## config.mk

```make
export PLATFORM = sky130hd
export DESIGN_NAME = dcs_series_seq
export DESIGN_NICKNAME = d
export VERILOG_FILES = /design/src/rtl/dcs_pkg.sv /design/src/rtl/dcs_regs.sv /design/src/rtl/dcs_settle_timer.sv /design/src/rtl/dcs_corr_acc.sv /design/src/rtl/dcs_seq_fsm.sv /design/src/rtl/dcs_series_seq.sv
export SDC_FILE = /design/constraint.sdc
export NUM_CORES = 1
export LEC_CHECK = 0
export ABC_CLOCK_PERIOD_IN_PS = 3150
export BUFFER_PORTS_ARGS = -buffer_cell sky130_fd_sc_hd__buf_2
export CELL_PAD_IN_SITES_DETAIL_PLACEMENT = 1
export CELL_PAD_IN_SITES_GLOBAL_PLACEMENT = 1
export CORE_MARGIN = 1
export CORE_UTILIZATION = 25
export CTS_BUF_LIST = sky130_fd_sc_hd__clkbuf_4
export CTS_CLUSTER_DIAMETER = 50
export DETAILED_ROUTE_END_ITERATION = 10
export GPL_TIMING_DRIVEN = 0
export PLACE_DENSITY = 0.57
export SKIP_CTS_REPAIR_TIMING = 1
export SLEW_MARGIN = 10
export SYNTH_ARGS = -nofsm -noshare
export SYNTH_HDL_FRONTEND = slang
export SYNTH_SLANG_ARGS = --single-unit
```

## constraint.sdc

```tcl
create_clock -name clk -period 3.15 [get_ports clk]
set_input_delay 0.315 -clock clk [delete_from_list [all_inputs] [get_ports clk]]
set_output_delay 0.315 -clock clk [all_outputs]
set_load 0.01 [all_outputs]
```

## src/rtl/dcs_pkg.sv

```systemverilog
package dcs_pkg;
  localparam int NCH        = 2;   // left = 0, right = 1
  localparam int CNT_W      = 7;
  localparam int MIN_SERIES = 16;
  localparam int REG_W      = 8;
  localparam int CORR_W     = 8;

  localparam logic ADDR_COUNT = 1'b0;
  localparam logic ADDR_TRIG  = 1'b1;

  typedef enum logic [0:0] {
    SQ_IDLE = 1'b0,
    SQ_RUN  = 1'b1
  } seq_state_t;
endpackage

```

## src/rtl/dcs_regs.sv

```systemverilog
module dcs_regs
  import dcs_pkg::*;
#(
  parameter int N        = NCH,
  parameter int CW       = CNT_W,
  parameter int DW       = REG_W,
  parameter int RST_CNT  = MIN_SERIES
) (
  input  logic          clk,
  input  logic          rst_n,
  input  logic          wr_en,
  input  logic          wr_addr,
  input  logic [DW-1:0] wr_data,
  input  logic          rd_addr,
  output logic [DW-1:0] rd_data,
  input  logic [N-1:0]  done_vec,
  output logic [CW-1:0] series_cnt,
  output logic [N-1:0]  pend
);
  localparam int PAD_C = DW - CW;
  localparam int PAD_T = DW - N;

  logic [N-1:0] trig_pulse;
  logic [N-1:0] pend_nxt;

  // trigger bits live only for the write cycle
  assign trig_pulse = (wr_en && wr_addr == ADDR_TRIG) ? wr_data[N-1:0] : '0;
  // a busy channel ignores further triggers; done clears the request
  assign pend_nxt   = (pend & ~done_vec) | (trig_pulse & ~pend);

  always_ff @(posedge clk or negedge rst_n) begin
    if (!rst_n) begin
      series_cnt <= CW'(RST_CNT);
      pend       <= '0;
    end else begin
      if (wr_en && wr_addr == ADDR_COUNT)
        series_cnt <= wr_data[CW-1:0];
      pend <= pend_nxt;
    end
  end

  always_comb begin
    if (rd_addr == ADDR_COUNT) rd_data = {{PAD_C{1'b0}}, series_cnt};
    else                       rd_data = {{PAD_T{1'b0}}, pend};
  end
endmodule

```

## src/rtl/dcs_settle_timer.sv

```systemverilog
module dcs_settle_timer #(
  parameter int SETTLE_CYC = 27_500_000
) (
  input  logic clk,
  input  logic rst_n,
  input  logic load,
  output logic tick
);
  localparam int TW = (SETTLE_CYC > 1) ? $clog2(SETTLE_CYC) : 1;
  localparam logic [TW-1:0] TOP = TW'(SETTLE_CYC - 1);

  logic [TW-1:0] cnt;
  logic          armed;

  assign tick = armed && (cnt == '0);

  always_ff @(posedge clk or negedge rst_n) begin
    if (!rst_n) begin
      cnt   <= '0;
      armed <= 1'b0;
    end else if (load) begin
      cnt   <= TOP;
      armed <= 1'b1;
    end else if (tick) begin
      armed <= 1'b0;
    end else if (armed) begin
      cnt <= cnt - 1'b1;
    end
  end
endmodule

```

## src/rtl/dcs_corr_acc.sv

```systemverilog
module dcs_corr_acc #(
  parameter int W = 8
) (
  input  logic         clk,
  input  logic         rst_n,
  input  logic         step_en,
  input  logic         up,
  output logic [W-1:0] corr
);
  localparam logic [W-1:0] MAX_V = {1'b0, {(W-1){1'b1}}};
  localparam logic [W-1:0] MIN_V = {1'b1, {(W-1){1'b0}}};

  logic at_max, at_min;
  assign at_max = (corr == MAX_V);
  assign at_min = (corr == MIN_V);

  always_ff @(posedge clk or negedge rst_n) begin
    if (!rst_n) begin
      corr <= '0;
    end else if (step_en) begin
      if (up && !at_max)       corr <= corr + 1'b1;
      else if (!up && !at_min) corr <= corr - 1'b1;
    end
  end
endmodule

```

## src/rtl/dcs_seq_fsm.sv

```systemverilog
module dcs_seq_fsm
  import dcs_pkg::*;
#(
  parameter int N    = NCH,
  parameter int CW   = CNT_W,
  parameter int MINS = MIN_SERIES
) (
  input  logic          clk,
  input  logic          rst_n,
  input  logic [N-1:0]  pend,
  input  logic [CW-1:0] series_cnt,
  input  logic          tick,
  output logic          tmr_load,
  output logic [N-1:0]  step_vec,
  output logic [N-1:0]  done_vec
);
  localparam int IW = (N > 1) ? $clog2(N) : 1;

  seq_state_t    state;
  logic [IW-1:0] cur;
  logic [CW-1:0] remain;
  logic [IW-1:0] pick;
  logic [CW-1:0] eff_cnt;
  logic          start, last;

  // lowest index wins: left before right
  always_comb begin
    pick = '0;
    for (int i = N - 1; i >= 0; i--)
      if (pend[i]) pick = IW'(i);
  end

  assign eff_cnt  = (series_cnt < CW'(MINS)) ? CW'(MINS) : series_cnt;
  assign start    = (state == SQ_IDLE) && (|pend);
  assign last     = (remain == CW'(1));
  assign tmr_load = start || (state == SQ_RUN && tick && !last);

  always_comb begin
    step_vec = '0;
    done_vec = '0;
    if (state == SQ_RUN && tick) begin
      step_vec[cur] = 1'b1;
      done_vec[cur] = last;
    end
  end

  always_ff @(posedge clk or negedge rst_n) begin
    if (!rst_n) begin
      state  <= SQ_IDLE;
      cur    <= '0;
      remain <= '0;
    end else begin
      case (state)
        SQ_IDLE: if (start) begin
          cur    <= pick;
          remain <= eff_cnt;
          state  <= SQ_RUN;
        end
        SQ_RUN: if (tick) begin
          remain <= remain - 1'b1;
          if (last) state <= SQ_IDLE;
        end
        default: state <= SQ_IDLE;
      endcase
    end
  end
endmodule

```

## src/rtl/dcs_series_seq.sv

```systemverilog
module dcs_series_seq
  import dcs_pkg::*;
#(
  parameter int SETTLE_CYC = 27_500_000
) (
  input  logic              clk,
  input  logic              rst_n,
  input  logic              wr_en,
  input  logic              wr_addr,
  input  logic [REG_W-1:0]  wr_data,
  input  logic              rd_addr,
  output logic [REG_W-1:0]  rd_data,
  input  logic              offs_sign,
  output logic [CORR_W-1:0] corr_l,
  output logic [CORR_W-1:0] corr_r
);
  logic [CNT_W-1:0]          series_cnt;
  logic [NCH-1:0]            pend, done_vec, step_vec;
  logic                      tmr_load, tick;
  logic [NCH-1:0][CORR_W-1:0] corr;

  dcs_regs u_regs (
    .clk(clk), .rst_n(rst_n),
    .wr_en(wr_en), .wr_addr(wr_addr), .wr_data(wr_data),
    .rd_addr(rd_addr), .rd_data(rd_data),
    .done_vec(done_vec), .series_cnt(series_cnt), .pend(pend)
  );

  dcs_seq_fsm u_fsm (
    .clk(clk), .rst_n(rst_n),
    .pend(pend), .series_cnt(series_cnt), .tick(tick),
    .tmr_load(tmr_load), .step_vec(step_vec), .done_vec(done_vec)
  );

  dcs_settle_timer #(.SETTLE_CYC(SETTLE_CYC)) u_tmr (
    .clk(clk), .rst_n(rst_n), .load(tmr_load), .tick(tick)
  );

  for (genvar g = 0; g < NCH; g++) begin : g_ch
    dcs_corr_acc #(.W(CORR_W)) u_acc (
      .clk(clk), .rst_n(rst_n),
      .step_en(step_vec[g]), .up(offs_sign), .corr(corr[g])
    );
  end

  assign corr_l = corr[0];
  assign corr_r = corr[1];
endmodule

```

==> run_results.csv <==
group,metric,value,unit
synthesis,synth_seq_cells,60,
route,wl_met2,5050,µm
final_layout,final_area,4320,µm²
timing,max_slew_margin,0.473,
timing,max_freq,345,MHz
timing,hold_ws,120,ps
final_layout,area_growth,15.2,%
synthesis,synth_top_flop_cell,"dfrtp_1",
timing,rsz0062_at_grt,"no",
clocking,clk_pin_slew,120,ps
global_route,overflow,0,
power_and_ir_drop,p_leak,1.84,nW
synthesis,synthesis.instances,379,
synthesis,synth_cell_types,63,
placement,dpl_cell_area,4180,µm²
synthesis,synth_edf_count,0,
route,drt_first_pass_iters,4,
setup_path,end_kind,"flop",
clocking,clock_path_buffers,2,
synthesis,seq_area_frac_synth,0.401,
timing,maxSlewViolCount,0,
setup_path,crit_type,"reg2reg",
final_layout,layoutNonFillerInstCount,616,
global_route,track_usage,0.134,
timing,tns,0,ps
route,vias,3129,
floorplan,fp.dieArea,15500,µm²
final_layout,nNetsFinal,460,
timing,min_period,2900,ps
final_layout,seq_area,1500,µm²
power_and_ir_drop,finalPower,2.02,mW
power_and_ir_drop,ir_worst_vdd,0.217,mV
power_and_ir_drop,power_density,469,nW/µm²
global_route,antenna_found_initial,0,
global_route,grt_max_degree,61,
clocking,cts.sinks,60,
final_layout,drive_above_1_share,0.231,
final_layout,multi_input_area,2110,µm²
timing,worstMarginPinSlew,789,ps
route,routed_wl,9820,µm
route,ant_nets,0,
timing,fin_worst_skew,16.3,ps
route,avgViaCountPerCell,5.08,
min_path,hold_path.class,"in2reg",
placement,dpl.hpwl,7210,µm
run,drv_cap,0,
timing,fin_crit_sh,0.920,
synthesis,syn_area_per_cell,9.88,µm²
setup_path,path_cells,"nand4_1, o21ai_1, ha_1, a21oi_1, o211ai_1, o41ai_1, mux2i_1, xor2_1",
final_layout,final_util,0.296,
floorplan,die_w,124,µm
final_layout,n_antenna_cell,0,
synthesis,synth_area,3750,µm²
synthesis,yosysWarnings,0,
floorplan,core-area,14600,µm²
route,route.detailed.wl_per_inst,15.9,µm
setup_path,slowest_delay,620,ps
timing,setup_ws,252,ps
clocking,cts_tree,"built",
setup_path,required,3510,ps
final_layout,fill_cells,1693,
placement,globalplace.congestion,0.716,
route,drc_errors,0,
placement,post-place-ws,-91.7,ps
route,drtIter0Drc,131,
floorplan,die_height,124,µm
synthesis,syn_nets,412,
placement,place_inst,599,
setup_path,crit_arrival,3260,ps
route,top_layer,"met4",
placement,place.port_buffers,35,
global_route,grt_pass1_vias,3449,
outcome,status,"finished clean",
floorplan,row_count,44,
clocking,tritoncts.num_buffers,9,
global_route,grt_pass1_wl,17000,µm
timing,setup_viol,0,
synthesis,synthArstFlopShare,1.00,
floorplan,io_pins,38,
route,wl_met1,4500,µm
clocking,clock_latency,420,ps
timing,finalHoldViolCount,0,
setup_path,worstPathMaxFanout,9,
clocking,h-tree-depth,3,
setup_path,cp_slowest_cell,"o21ai_1",
clocking,cts_root_buf,"clkbuf_4",
floorplan,initial_core_util,0.257,
route,wl_met3,206,µm
setup_path,worstSetupStartpointType,"flop",
==> final cells by class <==
cell class,instances,area share
Multi-Input combinational cell,288,0.489
Sequential cell,60,0.348
Tap cell,184,0.0533
Timing Repair Buffer,37,0.0499
Inverter,19,0.0165
Clock buffer,9,0.0157
Buffer,12,0.0151
Clock inverter,7,0.0122
==> cells in the mapped netlist, drive strengths merged, types with 2 or more instances <==
library cell / instances / area share
xnor2: 14 / 0.033
a221oi: 3 / 0.0070
nand2: 18 / 0.018
ha: 17 / 0.057
nand4b: 4 / 0.0094
o31ai: 7 / 0.014
a31oi: 5 / 0.0084
o211ai: 7 / 0.014
mux2: 22 / 0.066
or3: 8 / 0.014
a2111oi: 4 / 0.0094
nor4: 7 / 0.017
mux2i: 2 / 0.0053
a21o: 4 / 0.0080
dfrtp: 59 / 0.39
o41ai: 2 / 0.0047
nor3: 12 / 0.016
nor2: 24 / 0.025
o2111ai: 2 / 0.0047
and2: 2 / 0.0033
buf: 5 / 0.010
o21ai: 16 / 0.025
a21oi: 24 / 0.032
or2: 7 / 0.012
clkbuf: 7 / 0.0070
nor2b: 7 / 0.012
nand4: 9 / 0.015
nand3: 13 / 0.017
and4: 2 / 0.0047
nor4b: 2 / 0.0047
nand3b: 2 / 0.0040
or4b: 3 / 0.0090
xor2: 10 / 0.023
fa: 2 / 0.011
or4: 12 / 0.026
nand2b: 3 / 0.0050
o21a: 2 / 0.0040
inv: 19 / 0.019
==> registers in the layout (all words and copies together), names as in the netlist <==
| register | count |
|---|---|
| u_regs.series_cnt | 7 |
| u_regs.pend | 2 |
| u_fsm.state | 1 |
| u_fsm.remain | 7 |
| u_fsm.cur | 1 |
| u_tmr.cnt | 25 |
| g_ch.u_acc.corr | 16 |
| u_tmr.armed | 1 |
==> where the power goes <==
part	internal (mW)	switching [mW]	leakage (nW)	total [mW]
clock network	0.165	0.330	0.0663	0.495
logic	0.215	0.289	1.04	0.504
registers	0.890	0.133	0.738	1.02
total	1.27	0.752	1.84	2.02
==> final timing paths <==
kind                       cells past startpoint                     to                  start  slack [ps]
setup / recovery                               8  g_ch[0].u_acc.corr[7]  g_ch[0].u_acc.corr[0]         250
hold / removal                                 2   u_regs.series_cnt[5]             wr_data[5]         120
setup reg to reg                               8  g_ch[0].u_acc.corr[7]  g_ch[0].u_acc.corr[0]         250
hold reg to reg                                1  g_ch[0].u_acc.corr[7]  g_ch[0].u_acc.corr[7]         520
max in group asynchronous                      3   u_regs.series_cnt[4]                  rst_n        2440
min in group asynchronous                      3           u_tmr.cnt[8]                  rst_n         420
==> cell families after synthesis <==
group / after synthesis / share of synthesized area
buf+inv: 31 / 0.0364
xor+xnor: 24 / 0.0561
simple gates: 137 / 0.217
fa+ha+maj: 19 / 0.0675
other cells: 1 / 0.00100
flops: 60 / 0.401
mux: 24 / 0.0715
compound gates: 83 / 0.149
==> cells in the final DEF (no fill, tap or decap), drive strengths merged, types with 8 or more instances in the layout <==
cell,Yosys,routed
a21oi,24,24
buf,5,41
clkbuf,7,16
dfrtp,59,59
ha,17,17
inv,19,20
mux2,22,22
nand2,18,18
nand3,13,13
nand4,9,9
nor2,24,24
nor3,12,12
o21ai,16,16
or3,8,8
or4,12,12
xnor2,14,14
xor2,10,10
==> metal layers <==
layer / vias up / track usage
li1: 1510 / -
met1: 1590 / 0.158
met2: 24 / 0.242
met3: 5 / 0.0348
met4: 0 / 0.0234
met5: - / 0
==> worst max-delay path, delay by kind of cell, from the launching register on <==
family | cells | cell delay [ps]
adders and majority gates | 1 | 360
and+or+nand+nor | 1 | 150
AOI/OAI and AO/OA | 4 | 1400
muxes | 1 | 270
xor gates and xnor gates | 1 | 150
DFF | 1 | 510
No activity file was read; power rests on OpenSTA's default activity.
